$ cat config.mk
export PLATFORM = sky130hd
export DESIGN_NAME = ls_ahb_master
export DESIGN_NICKNAME = d
export VERILOG_FILES = /design/src/rtl/ls_ahb_pkg.sv /design/src/rtl/ls_ahb_addr_step.sv /design/src/rtl/ls_ahb_ctrl.sv /design/src/rtl/ls_ahb_wdata.sv /design/src/rtl/ls_ahb_master.sv
export SDC_FILE = /design/constraint.sdc
export NUM_CORES = 1
export LEC_CHECK = 0
export BUFFER_PORTS_ARGS = -buffer_cell sky130_fd_sc_hd__buf_4
export CAP_MARGIN = 20
export CELL_PAD_IN_SITES_DETAIL_PLACEMENT = 1
export CELL_PAD_IN_SITES_GLOBAL_PLACEMENT = 2
export CORE_ASPECT_RATIO = 1.25
export CORE_MARGIN = 2
export CORE_UTILIZATION = 30
export DETAILED_ROUTE_END_ITERATION = 8
export PLACE_DENSITY_LB_ADDON = 0.25
export SETUP_SLACK_MARGIN = 0.15
export SLEW_MARGIN = 30
export SYNTH_ARGS = -nofsm -noshare
export SYNTH_HDL_FRONTEND = slang
export SYNTH_SLANG_ARGS = --single-unit
export TNS_END_PERCENT = 5
$ cat constraint.sdc
create_clock -name clk -period 5.1 [get_ports clk]
set_clock_uncertainty 0.2 [all_clocks]
set_input_delay 1.02 -clock clk [delete_from_list [all_inputs] [get_ports clk]]
set_output_delay 1.02 -clock clk [all_outputs]
set_load 0.05 [all_outputs]
$ cat src/rtl/ls_ahb_pkg.sv
package ls_ahb_pkg;

    typedef enum logic [1:0] {
        TR_IDLE = 2'b00,
        TR_BUSY = 2'b01,
        TR_NSEQ = 2'b10,
        TR_SEQ  = 2'b11
    } tr_e;

    typedef enum logic {
        ST_WAIT = 1'b0,
        ST_RUN  = 1'b1
    } st_e;

    localparam int SIZE_W  = 3;
    localparam int BURST_W = 3;

endpackage

$ cat src/rtl/ls_ahb_addr_step.sv
module ls_ahb_addr_step #(
    parameter int AW     = 32,
    parameter int SIZE_W = 3
) (
    input  logic [AW-1:0]     cur_addr,
    input  logic [SIZE_W-1:0] size,
    output logic [AW-1:0]     next_addr
);
    localparam logic [AW-1:0] ONE = {{(AW-1){1'b0}}, 1'b1};

    logic [AW-1:0] stride;

    always_comb begin
        stride    = ONE << size;
        next_addr = cur_addr + stride;
    end
endmodule

$ cat src/rtl/ls_ahb_ctrl.sv
module ls_ahb_ctrl
    import ls_ahb_pkg::*;
#(
    parameter int AW = 32
) (
    input  logic                clk,
    input  logic                rst_n,
    input  logic                bus_gnt,
    input  logic                hready,
    input  logic                usr_load,
    input  logic                usr_store,
    input  logic [AW-1:0]       usr_addr,
    input  logic [SIZE_W-1:0]   usr_size,
    input  logic [BURST_W-1:0]  usr_burst,
    input  logic [1:0]          usr_trans,
    output logic [AW-1:0]       haddr,
    output logic [1:0]          htrans,
    output logic                hwrite,
    output logic [SIZE_W-1:0]   hsize,
    output logic [BURST_W-1:0]  hburst
);
    typedef struct packed {
        st_e                st;
        logic [AW-1:0]      addr;
        logic [1:0]         trans;
        logic               wr;
        logic [SIZE_W-1:0]  size;
        logic [BURST_W-1:0] burst;
    } ctl_t;

    ctl_t ctl_d, ctl_q;
    logic [AW-1:0] step_addr;
    logic          want;

    ls_ahb_addr_step #(.AW(AW), .SIZE_W(SIZE_W)) u_step (
        .cur_addr  (ctl_q.addr),
        .size      (ctl_q.size),
        .next_addr (step_addr)
    );

    assign want = usr_load | usr_store;

    always_comb begin
        ctl_d = ctl_q;
        unique case (ctl_q.st)
            ST_WAIT: begin
                ctl_d.trans = TR_IDLE;
                if (bus_gnt && hready && want) begin
                    ctl_d.st    = ST_RUN;
                    ctl_d.addr  = usr_addr;
                    ctl_d.trans = usr_trans;
                    ctl_d.wr    = usr_store;
                    ctl_d.size  = usr_size;
                    ctl_d.burst = usr_burst;
                end
            end
            ST_RUN: begin
                if (hready) begin
                    if (!bus_gnt) begin
                        ctl_d.st    = ST_WAIT;
                        ctl_d.trans = TR_IDLE;
                    end else begin
                        case (usr_trans)
                            TR_NSEQ: begin
                                ctl_d.addr  = usr_addr;
                                ctl_d.trans = TR_NSEQ;
                                ctl_d.wr    = usr_store;
                                ctl_d.size  = usr_size;
                                ctl_d.burst = usr_burst;
                            end
                            TR_SEQ: begin
                                ctl_d.addr  = step_addr;
                                ctl_d.trans = TR_SEQ;
                            end
                            TR_BUSY: ctl_d.trans = TR_BUSY;
                            default: ctl_d.trans = TR_IDLE;
                        endcase
                    end
                end
            end
            default: ctl_d.st = ST_WAIT;
        endcase
    end

    always_ff @(posedge clk or negedge rst_n) begin
        if (!rst_n) begin
            ctl_q <= '{st: ST_WAIT, addr: '0, trans: TR_IDLE, wr: 1'b0,
                       size: '0, burst: '0};
        end else begin
            ctl_q <= ctl_d;
        end
    end

    assign haddr  = ctl_q.addr;
    assign htrans = ctl_q.trans;
    assign hwrite = ctl_q.wr;
    assign hsize  = ctl_q.size;
    assign hburst = ctl_q.burst;


    start_gate_chk: assert property (@(posedge clk) disable iff (!rst_n)
        (ctl_q.st == ST_WAIT && !(bus_gnt && hready && want)) |=> htrans == TR_IDLE);


    seq_step_chk: assert property (@(posedge clk) disable iff (!rst_n)
        (ctl_q.st == ST_RUN && hready && bus_gnt && usr_trans == TR_SEQ)
        |=> (haddr == $past(haddr) + (AW'(1) << $past(hsize))) && htrans == TR_SEQ);


    stall_hold_chk: assert property (@(posedge clk) disable iff (!rst_n)
        (ctl_q.st == ST_RUN && !hready)
        |=> $stable(haddr) && $stable(htrans) && $stable(hwrite) && $stable(hsize) && $stable(hburst));


    gnt_drop_chk: assert property (@(posedge clk) disable iff (!rst_n)
        (ctl_q.st == ST_RUN && hready && !bus_gnt) |=> htrans == TR_IDLE);
endmodule

$ cat src/rtl/ls_ahb_wdata.sv
module ls_ahb_wdata #(
    parameter int DW = 32
) (
    input  logic          clk,
    input  logic          rst_n,
    input  logic          hready,
    input  logic [1:0]    htrans,
    input  logic          hwrite,
    input  logic [DW-1:0] usr_wdata,
    output logic [DW-1:0] hwdata
);
    typedef struct packed {
        logic          dwr;
        logic          held;
        logic [DW-1:0] data;
    } wd_t;

    wd_t wd_d, wd_q;

    always_comb begin
        wd_d = wd_q;
        if (hready) begin
            wd_d.dwr  = hwrite & htrans[1];
            wd_d.held = 1'b0;
        end else if (wd_q.dwr && !wd_q.held) begin
            wd_d.held = 1'b1;
            wd_d.data = usr_wdata;
        end
    end

    always_ff @(posedge clk or negedge rst_n) begin
        if (!rst_n) begin
            wd_q <= '{dwr: 1'b0, held: 1'b0, data: '0};
        end else begin
            wd_q <= wd_d;
        end
    end

    assign hwdata = wd_q.held ? wd_q.data : usr_wdata;


    wdata_freeze_chk: assert property (@(posedge clk) disable iff (!rst_n)
        (wd_q.dwr && !hready) ##1 !hready |-> $stable(hwdata));


    hold_in_wphase_chk: assert property (@(posedge clk) disable iff (!rst_n)
        wd_q.held |-> wd_q.dwr);
endmodule

$ cat src/rtl/ls_ahb_master.sv
module ls_ahb_master
    import ls_ahb_pkg::*;
#(
    parameter int AW = 32,
    parameter int DW = 32
) (
    input  logic                clk,
    input  logic                rst_n,
    input  logic [AW-1:0]       usr_addr,
    input  logic [DW-1:0]       usr_wdata,
    input  logic                usr_load,
    input  logic                usr_store,
    input  logic [2:0]          usr_size,
    input  logic [2:0]          usr_burst,
    input  logic [1:0]          usr_trans,
    output logic                usr_ready,
    output logic [DW-1:0]       usr_rdata,
    output logic                usr_resp,
    output logic                bus_req,
    input  logic                bus_gnt,
    output logic [AW-1:0]       haddr,
    output logic [1:0]          htrans,
    output logic                hwrite,
    output logic [2:0]          hsize,
    output logic [2:0]          hburst,
    output logic [DW-1:0]       hwdata,
    input  logic [DW-1:0]       hrdata,
    input  logic                hready,
    input  logic                hresp
);
    ls_ahb_ctrl #(.AW(AW)) u_ctrl (
        .clk       (clk),
        .rst_n     (rst_n),
        .bus_gnt   (bus_gnt),
        .hready    (hready),
        .usr_load  (usr_load),
        .usr_store (usr_store),
        .usr_addr  (usr_addr),
        .usr_size  (usr_size),
        .usr_burst (usr_burst),
        .usr_trans (usr_trans),
        .haddr     (haddr),
        .htrans    (htrans),
        .hwrite    (hwrite),
        .hsize     (hsize),
        .hburst    (hburst)
    );

    ls_ahb_wdata #(.DW(DW)) u_wdata (
        .clk       (clk),
        .rst_n     (rst_n),
        .hready    (hready),
        .htrans    (htrans),
        .hwrite    (hwrite),
        .usr_wdata (usr_wdata),
        .hwdata    (hwdata)
    );

    assign bus_req   = usr_load | usr_store;
    assign usr_ready = hready;
    assign usr_resp  = hresp;
    assign usr_rdata = hrdata;
endmodule

==> summary.txt, run 1 <==
Setup path
  – Crit end category: flip-flop
  – Worst Reg2Reg Path Length in Cells: 7
  – R2r setup slk: 1780 ps
  – Crit-path slowest cell: or3b_2
  – CP max stage delay: 530 ps
  – RR Endpoint: u_ctrl.haddr[28]
  – Crit path DAT: about 3300 ps
  – Launching element type of the critical path: flip-flop
  – CP Cell Sequence: or3b_2 > fa_1 > nand2b_1 > a211oi_2 > o211ai_1 > nor4_1 > nor3_1
  – WS Path Type: reg2reg
  – Critical Path RT: approximately 5100 ps
  – Worst r2r src: u_ctrl.hsize[1]
  – CP max FO: 10

Timing
  – Setup TNS: 0 ps
  – Tcrit/Tclk final: between 60 and 70%
  – Worst Hold Margin: 286 ps
  – Measured slew at the worst slew-check pin: just under 900 ps
  – Worst rel slew slack: 41.2%
  – Fmax: just over 0.3 GHz
  – Final setup fails: 0
  – Period minus WS final: 3320 ps
  – Final Hold Viols: 0
  – RSZ-0062 raised after global routing: false
  – Slew Limit Fails: 0

Logic synthesis
  – Synth Warn #: 0
  – Post-synth top flop: dfrtp_1
  – Mapped Area: around 0.0054 mm^2
  – Flops & latches, synth: 76
  – Synth cell types: 66
  – Post-synth EDFFs: 0
  – Synth Instances: 579
  – Avg Cell Area, Syn: ~9.3 um^2
  – Async set-reset flop share out of synthesis: 100%
  – Register area share after synthesis: a little over a third
  – Post-synthesis net count: 699

Placed design
  – Routability cong.: between 0.8 and 0.9
  – Post-DP HPWL: about 13,000 um
  – Port Buffer Count: about 150

Routing
  – WL per Instance: 19.9 um
  – WL final: roughly 17,000 um
  – Routed via count: 4,645
  – Antenna Nets Post-Route: 0
  – Iter 0 DRT Violations: 120
  – # DRC: 0
  – Number of vias per cell: 5.32
  – Drt first pass iters: 4

Clock tree
  – Clock Sinks: 76
  – Number of CTS-inserted buffers: 9
  – Number of H-tree levels: 3
  – CTS Buffer Depth: 2
  – Hold-fix buffers, CTS: 0
  – Postcts setup bufs: 0
  – Clk Latency, worst-skew pair: about 340 ps
  – Clk slew on worst S/H paths: ~60 ps
  – Clock Tree Root: clkbuf_16
  – CTS tree: built
  – Cts repair resizes: 0

Hold path
  – HP Class: reg2reg
  – Hold Path Origin: u_wdata.wd_q[24]
  – Hold depth: 1
  – Hold EP: u_wdata.wd_q[24]

GRT
  – First-pass GRT wire length: 26,900 um
  – Vias in the first global route: around 5,000
  – Pin count of the biggest net entering global routing: 77
  – GRT Overall Usage: ~18%
  – Antenna violations before repair: 0
  – Total grt overflow: 0

Die
  – Top-Level Pins: 219
  – Rows: 54
  – Initial Util: between 30% and 40%
  – Core Region: 0.0175 mm^2
  – Chip width: around 120 um
  – Die height: between 150 and 200 um
  – Die area: ~0.019 mm^2

Layout
  – Antenna cells: 0
  – Syn-to-layout area delta: 21.7%
  – Layout cell share with drive strength beyond 1: roughly two fifths
  – Nets: approximately 770

Job
  – Max-cap violations: 0

Power and ir drop
  – Pleak: approximately 3 nW
  – PD cells: between 300 and 400 mW/mm^2
  – Maximum VDD drop: about 0.00016 V

Status
  – Run status: completed
==> routing by layer <==
metal	vias up	global-route usage [%]	part of all wire, %
met5	-	0	0
met4	0	6.93	2.6
met3	31	4.45	6.9
met2	174	30.7	49
met1	2253	22.0	42
li1	2187	-	-
==> worst max path at each step <==
stage	depth (start not counted)	slack [ps]	endpoint	from
global placement	6	1800	u_ctrl.haddr[27]	usr_trans[1]
CTS	7	1820	u_ctrl.haddr[28]	u_ctrl.hsize[1]
finish	7	1780	u_ctrl.haddr[28]	u_ctrl.hsize[1]
detailed placement	6	1780	u_ctrl.haddr[27]	usr_trans[1]
global route	9	1590	u_ctrl.haddr[28]	u_ctrl.hsize[1]
floorplan	8	2130	u_ctrl.haddr[18]	u_ctrl.hsize[0]
==> final cells by class <==
type	instances	area (um^2)
clock inverters	6	138
well taps	224	280
fillers	2015	11000
multi-input cells	385	2750
flip-flops and latches	76	1900
inverters	14	52.6
repair buffers	159	1200
clock buffers	9	225
==> cells in the final DEF, fill, tap and decap left out, types with 4 or more instances in the layout <==
| master | netlist | layout |
|---|---|---|
| a211o_1 | 4 | 4 |
| nand4_1 | 8 | 8 |
| mux2_1 | 7 | 7 |
| nor3_1 | 9 | 9 |
| a211oi_1 | 12 | 12 |
| mux2_2 | 58 | 58 |
| ha_1 | 8 | 8 |
| a21oi_1 | 20 | 20 |
| a221oi_1 | 6 | 6 |
| o21a_1 | 4 | 4 |
| a22oi_1 | 7 | 7 |
| and3_1 | 17 | 17 |
| clkbuf_16 | 0 | 9 |
| nor4_1 | 4 | 4 |
| nand2_1 | 43 | 43 |
| bufinv_16 | 0 | 4 |
| buf_4 | 75 | 158 |
| nor2_1 | 36 | 35 |
| dfrtp_1 | 76 | 75 |
| a21o_1 | 10 | 10 |
| o2111ai_1 | 4 | 4 |
| o211ai_1 | 13 | 13 |
| nand3_1 | 15 | 15 |
| o21ai_0 | 28 | 28 |
| inv_1 | 14 | 14 |
| nand2b_1 | 5 | 5 |
==> cells by family (layout without fill, tap and decap cells) <==
group | after synthesis | count (layout) | synth area share, %
xor gates and xnor gates | 2 | 2 | 0.326
muxes | 66 | 66 | 13.8
and+or+nand+nor | 165 | 165 | 15.8
DFF | 76 | 76 | 35.4
AOI/OAI and AO/OA | 143 | 143 | 18.8
adders and majority gates | 9 | 9 | 2.23
buffers and inverters | 118 | 188 | 13.7
==> where the power goes <==
| group | switching (mW) | total, mW | leakage, nW | internal (mW) |
|---|---|---|---|---|
| sequential | 0.124 | 0.859 | 0.995 | 0.735 |
| clock | 0.270 | 0.797 | 0.176 | 0.527 |
| combinational | 0.496 | 0.795 | 1.79 | 0.299 |
| total | 0.891 | 2.45 | 2.96 | 1.56 |
==> cell usage after synthesis, types with 5 or more instances <==
master | count | area, um^2
a21oi_1 | 20 | 100
nor2_1 | 36 | 135
a221oi_1 | 6 | 52.6
inv_1 | 14 | 52.6
ha_1 | 8 | 100
nand3_1 | 15 | 75.1
a211oi_1 | 12 | 90.1
nand4_1 | 8 | 50.1
dfrtp_1 | 76 | 1900
clkbuf_1 | 20 | 75.1
nand2b_1 | 5 | 31.3
nor3_1 | 9 | 45.0
a22oi_1 | 7 | 52.6
buf_4 | 75 | 563
nand2_1 | 43 | 161
o211ai_1 | 13 | 97.6
and3_1 | 17 | 106
mux2_2 | 58 | 653
o21ai_0 | 28 | 140
a21o_1 | 10 | 75.1
mux2_1 | 7 | 78.8
buf_2 | 8 | 40.0
==> sequential cells by signal (all words and copies together) (netlist names) <==
signal	cells
u_ctrl.ctl_q	1
u_ctrl.hwrite	1
u_ctrl.haddr	32
u_ctrl.hsize	3
u_ctrl.hburst	3
u_wdata.wd_q	34
u_ctrl.htrans	2
==> metrics by stage <==
stage	util [%]	std cells	area, um^2	power (mW)	setup WS, ps
floorplan	-	579	5380	1.52	2130
global placement	35.3	858	6180	1.64	1800
detailed placement	35.3	858	6180	1.68	1780
CTS	37.4	873	6550	2.49	1820
global route	37.4	873	6550	2.58	1590
finish	37.4	873	6550	2.45	1780
==> worst max-delay path, delay by kind of cell (launching register included) <==
| family | cells | cell delay (ps) |
|---|---|---|
| adders and majority gates | 1 | 450 |
| AOI/OAI and AO/OA | 2 | 880 |
| DFF | 1 | 460 |
| and+or+nand+nor | 4 | 1200 |
Note: power is estimated with default switching activity, not from simulation.
==> run 2, diff against run 1 <==
--- a/config.mk
+++ b/config.mk
@@ -11,7 +11,7 @@
 export CELL_PAD_IN_SITES_GLOBAL_PLACEMENT = 2
 export CORE_ASPECT_RATIO = 1.25
 export CORE_MARGIN = 2
-export CORE_UTILIZATION = 30
+export CORE_UTILIZATION = 25
 export DETAILED_ROUTE_END_ITERATION = 8
 export PLACE_DENSITY_LB_ADDON = 0.25
 export SETUP_SLACK_MARGIN = 0.15
==> constraint.sdc (replaced) <==
create_clock -name clk -period 2.83 [get_ports clk]
set_clock_uncertainty 0.2 [all_clocks]
set_input_delay 0.566 -clock clk [delete_from_list [all_inputs] [get_ports clk]]
set_output_delay 0.566 -clock clk [all_outputs]
set_load 0.05 [all_outputs]
==> run 2 against run 1 <==
Compared with the run above: the run now ends with negative hold slack left; final area rose by 6.6%; combinational power increased by 94%; first-iteration DRC count increased by 67%; hold slack lost 290 ps; utilization fell by 4.7 points; clock power rose by 56%; critical path depth did not move; critical path type unchanged; largest power group unchanged; highest routed layer unchanged.
==> summary.txt, run 2 (synthesis gave the netlist of run 1 again) <==
Setup path
  – Critical Path RT: 2880 ps (was 5120 ps)
  – Crit end category: flip-flop (unchanged)
  – Launching element type of the critical path: flip-flop (unchanged)
  – R2r setup slk: 30 ps (was 1780 ps)
  – CP max FO: 6 (was 10)
  – WS Path Type: reg2reg (unchanged)
  – Worst r2r src: u_ctrl.hsize[1] (unchanged)
  – Worst Reg2Reg Path Length in Cells: 7 (unchanged)
  – Crit path DAT: 2850 ps (was 3340 ps)
  – RR Endpoint: u_ctrl.haddr[18] (was u_ctrl.haddr[28])

GRT
  – Pin count of the biggest net entering global routing: 40 (was 77)
  – Vias in the first global route: 5,182 (was 5,047)
  – GRT Overall Usage: 16.7% (was 18.2%)
  – Antenna violations before repair: 0 (unchanged)
  – Total grt overflow: 0 (unchanged)
  – First-pass GRT wire length: 29,600 um (was 26,900 um)

Power and ir drop
  – PD cells: 621 mW/mm^2 (was 374 mW/mm^2)
  – Power Internal: 2.64 mW (was 1.56 mW)
  – Switching Fraction: 39.0% (was 36.3%)
  – NetSw: 1.69 mW (was 0.891 mW)
  – Power share of the clock group: 28.6% (was 32.5%)
  – Comb pwr share: 35.5% (was 32.4%)
  – Flop pwr share: 35.8% (was 35.0%)
  – Maximum VDD drop: 0.000264 V (was 0.000158 V)
  – Pleak: 3.13 nW (was 2.96 nW)

Timing
  – Worst rel slew slack: 44.0% (was 41.2%)
  – Setup WS post-layout: 30.5 ps (was 1780 ps)
  – Tcrit/Tclk final: 98.9% (was 65.0%)
  – Fmax: 0.357 GHz (was 0.302 GHz)
  – RSZ-0062 raised after global routing: true (was false)
  – Final Hold Viols: 6 (was 0)
  – Period minus WS final: 2800 ps (was 3320 ps)
  – Final setup fails: 0 (unchanged)
  – Slew Limit Fails: 0 (unchanged)
  – Worst Hold Margin: -9.16 ps (was 286 ps)
  – Measured slew at the worst slew-check pin: 840 ps (was 882 ps)

Die
  – Die area: 0.0227 mm^2 (was 0.0190 mm^2)
  – Core Region: 0.0213 mm^2 (was 0.0175 mm^2)
  – Top-Level Pins: 219 (unchanged)
  – Chip width: 135 um (was 124 um)
  – Rows: 60 (was 54)
  – Die height: 168 um (was 154 um)
  – Initial Util: 25.2% (was 30.7%)

Routing
  – Met2 wire length: 9350 um (was 8460 um)
  – WL final: 18,900 um (was 17,400 um)
  – # DRC: 0 (unchanged)
  – Number of vias per cell: 4.97 (was 5.32)
  – Drt first pass iters: 4 (unchanged)
  – Top layer in use: met4 (unchanged)
  – Iter 0 DRT Violations: 200 (was 120)
  – WL per Instance: 19.7 um (was 19.9 um)
  – WL met3: 959 um (was 1190 um)
  – M1 WL: 8290 um (was 7250 um)
  – Routed via count: 4,769 (was 4,645)
  – Antenna Nets Post-Route: 0 (unchanged)

Layout
  – Nets: 796 (was 765)
  – Max reg flops: 34 (unchanged)
  – Syn-to-layout area delta: 29.7% (was 21.7%)
  – Most common cell after layout, fill and taps aside: buf_4 (unchanged)
  – Reg with most FFs: u_wdata.wd_q (unchanged)
  – Commonest cells after routing, fill and taps aside: buf_4, dfrtp_1, mux2_2, nand2_1, nor2_1 (unchanged)
  – Layout cell share with drive strength beyond 1: 44.5% (was 38.1%)
  – Final Cell Area: 0.00698 mm^2 (was 0.00655 mm^2)
  – Fill count: 2,451 (was 2,015)
  – Antenna cells: 0 (unchanged)

Clock tree
  – Number of CTS-inserted buffers: 9 (unchanged)
  – Clock Tree Root: clkbuf_16 (unchanged)
  – CTS Buffer Depth: 2 (unchanged)
  – Clk Latency, worst-skew pair: 350 ps (was 340 ps)
  – Number of H-tree levels: 3 (unchanged)
  – Clk slew on worst S/H paths: 70 ps (was 60 ps)
  – CTS tree: built (unchanged)
  – Hold-fix buffers, CTS: 0 (unchanged)
  – Clock Sinks: 76 (unchanged)

Placed design
  – Dpl ws: -35.9 ps (was 1780 ps)
  – Post-placement cell area: 0.00652 mm^2 (was 0.00618 mm^2)
  – Routability cong.: 0.819 (was 0.834)
  – Port Buffer Count: 152 (unchanged)
  – Post-DP HPWL: 14,100 um (was 12,800 um)

Status
  – Failing checks: negative hold slack
  – Run status: finished with violations (was completed)

Hold path
  – HP Class: in2async (was reg2reg)

Job
  – Max-cap violations: 0 (unchanged)
-- run 2: what timing repair did --
action	in CTS	in global routing
endpoints found under the setup margin	19	27
setup buffers	2	0
gates resized for setup	5	26
pin swaps	2	7
-- run 2: final cells by class --
class | instances | area (um^2) | area share [%]
tap | 279 | 349 | 5.00
clock buffer | 10 | 239 | 3.43
timing repair buffer | 190 | 1460 | 21.0
clock inverter | 6 | 71.3 | 1.02
multi-input combinational | 385 | 2900 | 41.5
sequential | 76 | 1910 | 27.3
inverter | 14 | 52.6 | 0.753
-- run 2: metrics by stage --
step	instances	setup TNS [ps]	util (%)	power [mW]	hold slack (ps)
floorplan	579	0	-	2.77	70.4
global placement	942	0	30.6	3.06	261
detailed placement	942	-76.4	30.6	3.10	271
CTS	960	0	32.1	4.38	2.81
global route	960	-201	32.7	4.58	18.9
finish	960	0	32.7	4.33	-9.16
-- run 2: power groups by stage --
stage          combinational, mW  clock [mW]  sequential, mW
2_1_floorplan               1.28           0            1.48
3_3_place_gp                1.50           0            1.55
3_5_place_dp                1.52           0            1.57
4_1_cts                     1.54        1.29            1.55
5_1_grt                     1.65        1.34            1.60
6_report                    1.54        1.24            1.55
-- run 2: worst max-delay path by stage --
stage | cells after the start | end | start | slack (ps)
after floorplan | 10 | u_ctrl.haddr[18] | u_ctrl.hsize[0] | 110
after global placement | 7 | u_ctrl.haddr[18] | u_ctrl.hsize[1] | 30
after detailed placement | 8 | u_ctrl.haddr[16] | u_ctrl.hsize[1] | -40
after CTS | 7 | u_ctrl.haddr[18] | u_ctrl.hsize[1] | 40
after global routing | 9 | u_ctrl.haddr[18] | u_ctrl.hsize[0] | -100
final | 7 | u_ctrl.haddr[18] | u_ctrl.hsize[1] | 30
-- run 2: routing by layer --
layer  up-vias  track usage [%]
li1       2235                -
met1      2361             21.1
met4         0             5.16
met2       149             28.7
met5         -                0
met3        24             3.22
-- run 2: critical path, cell delays in order (launching register included) --
cell and delay [ps]:
dfrtp_2 440, or3b_4 420, fa_2 380, nand2b_4 160, a211oi_4 310, o211ai_1 190
or4_1 430, o211ai_1 170
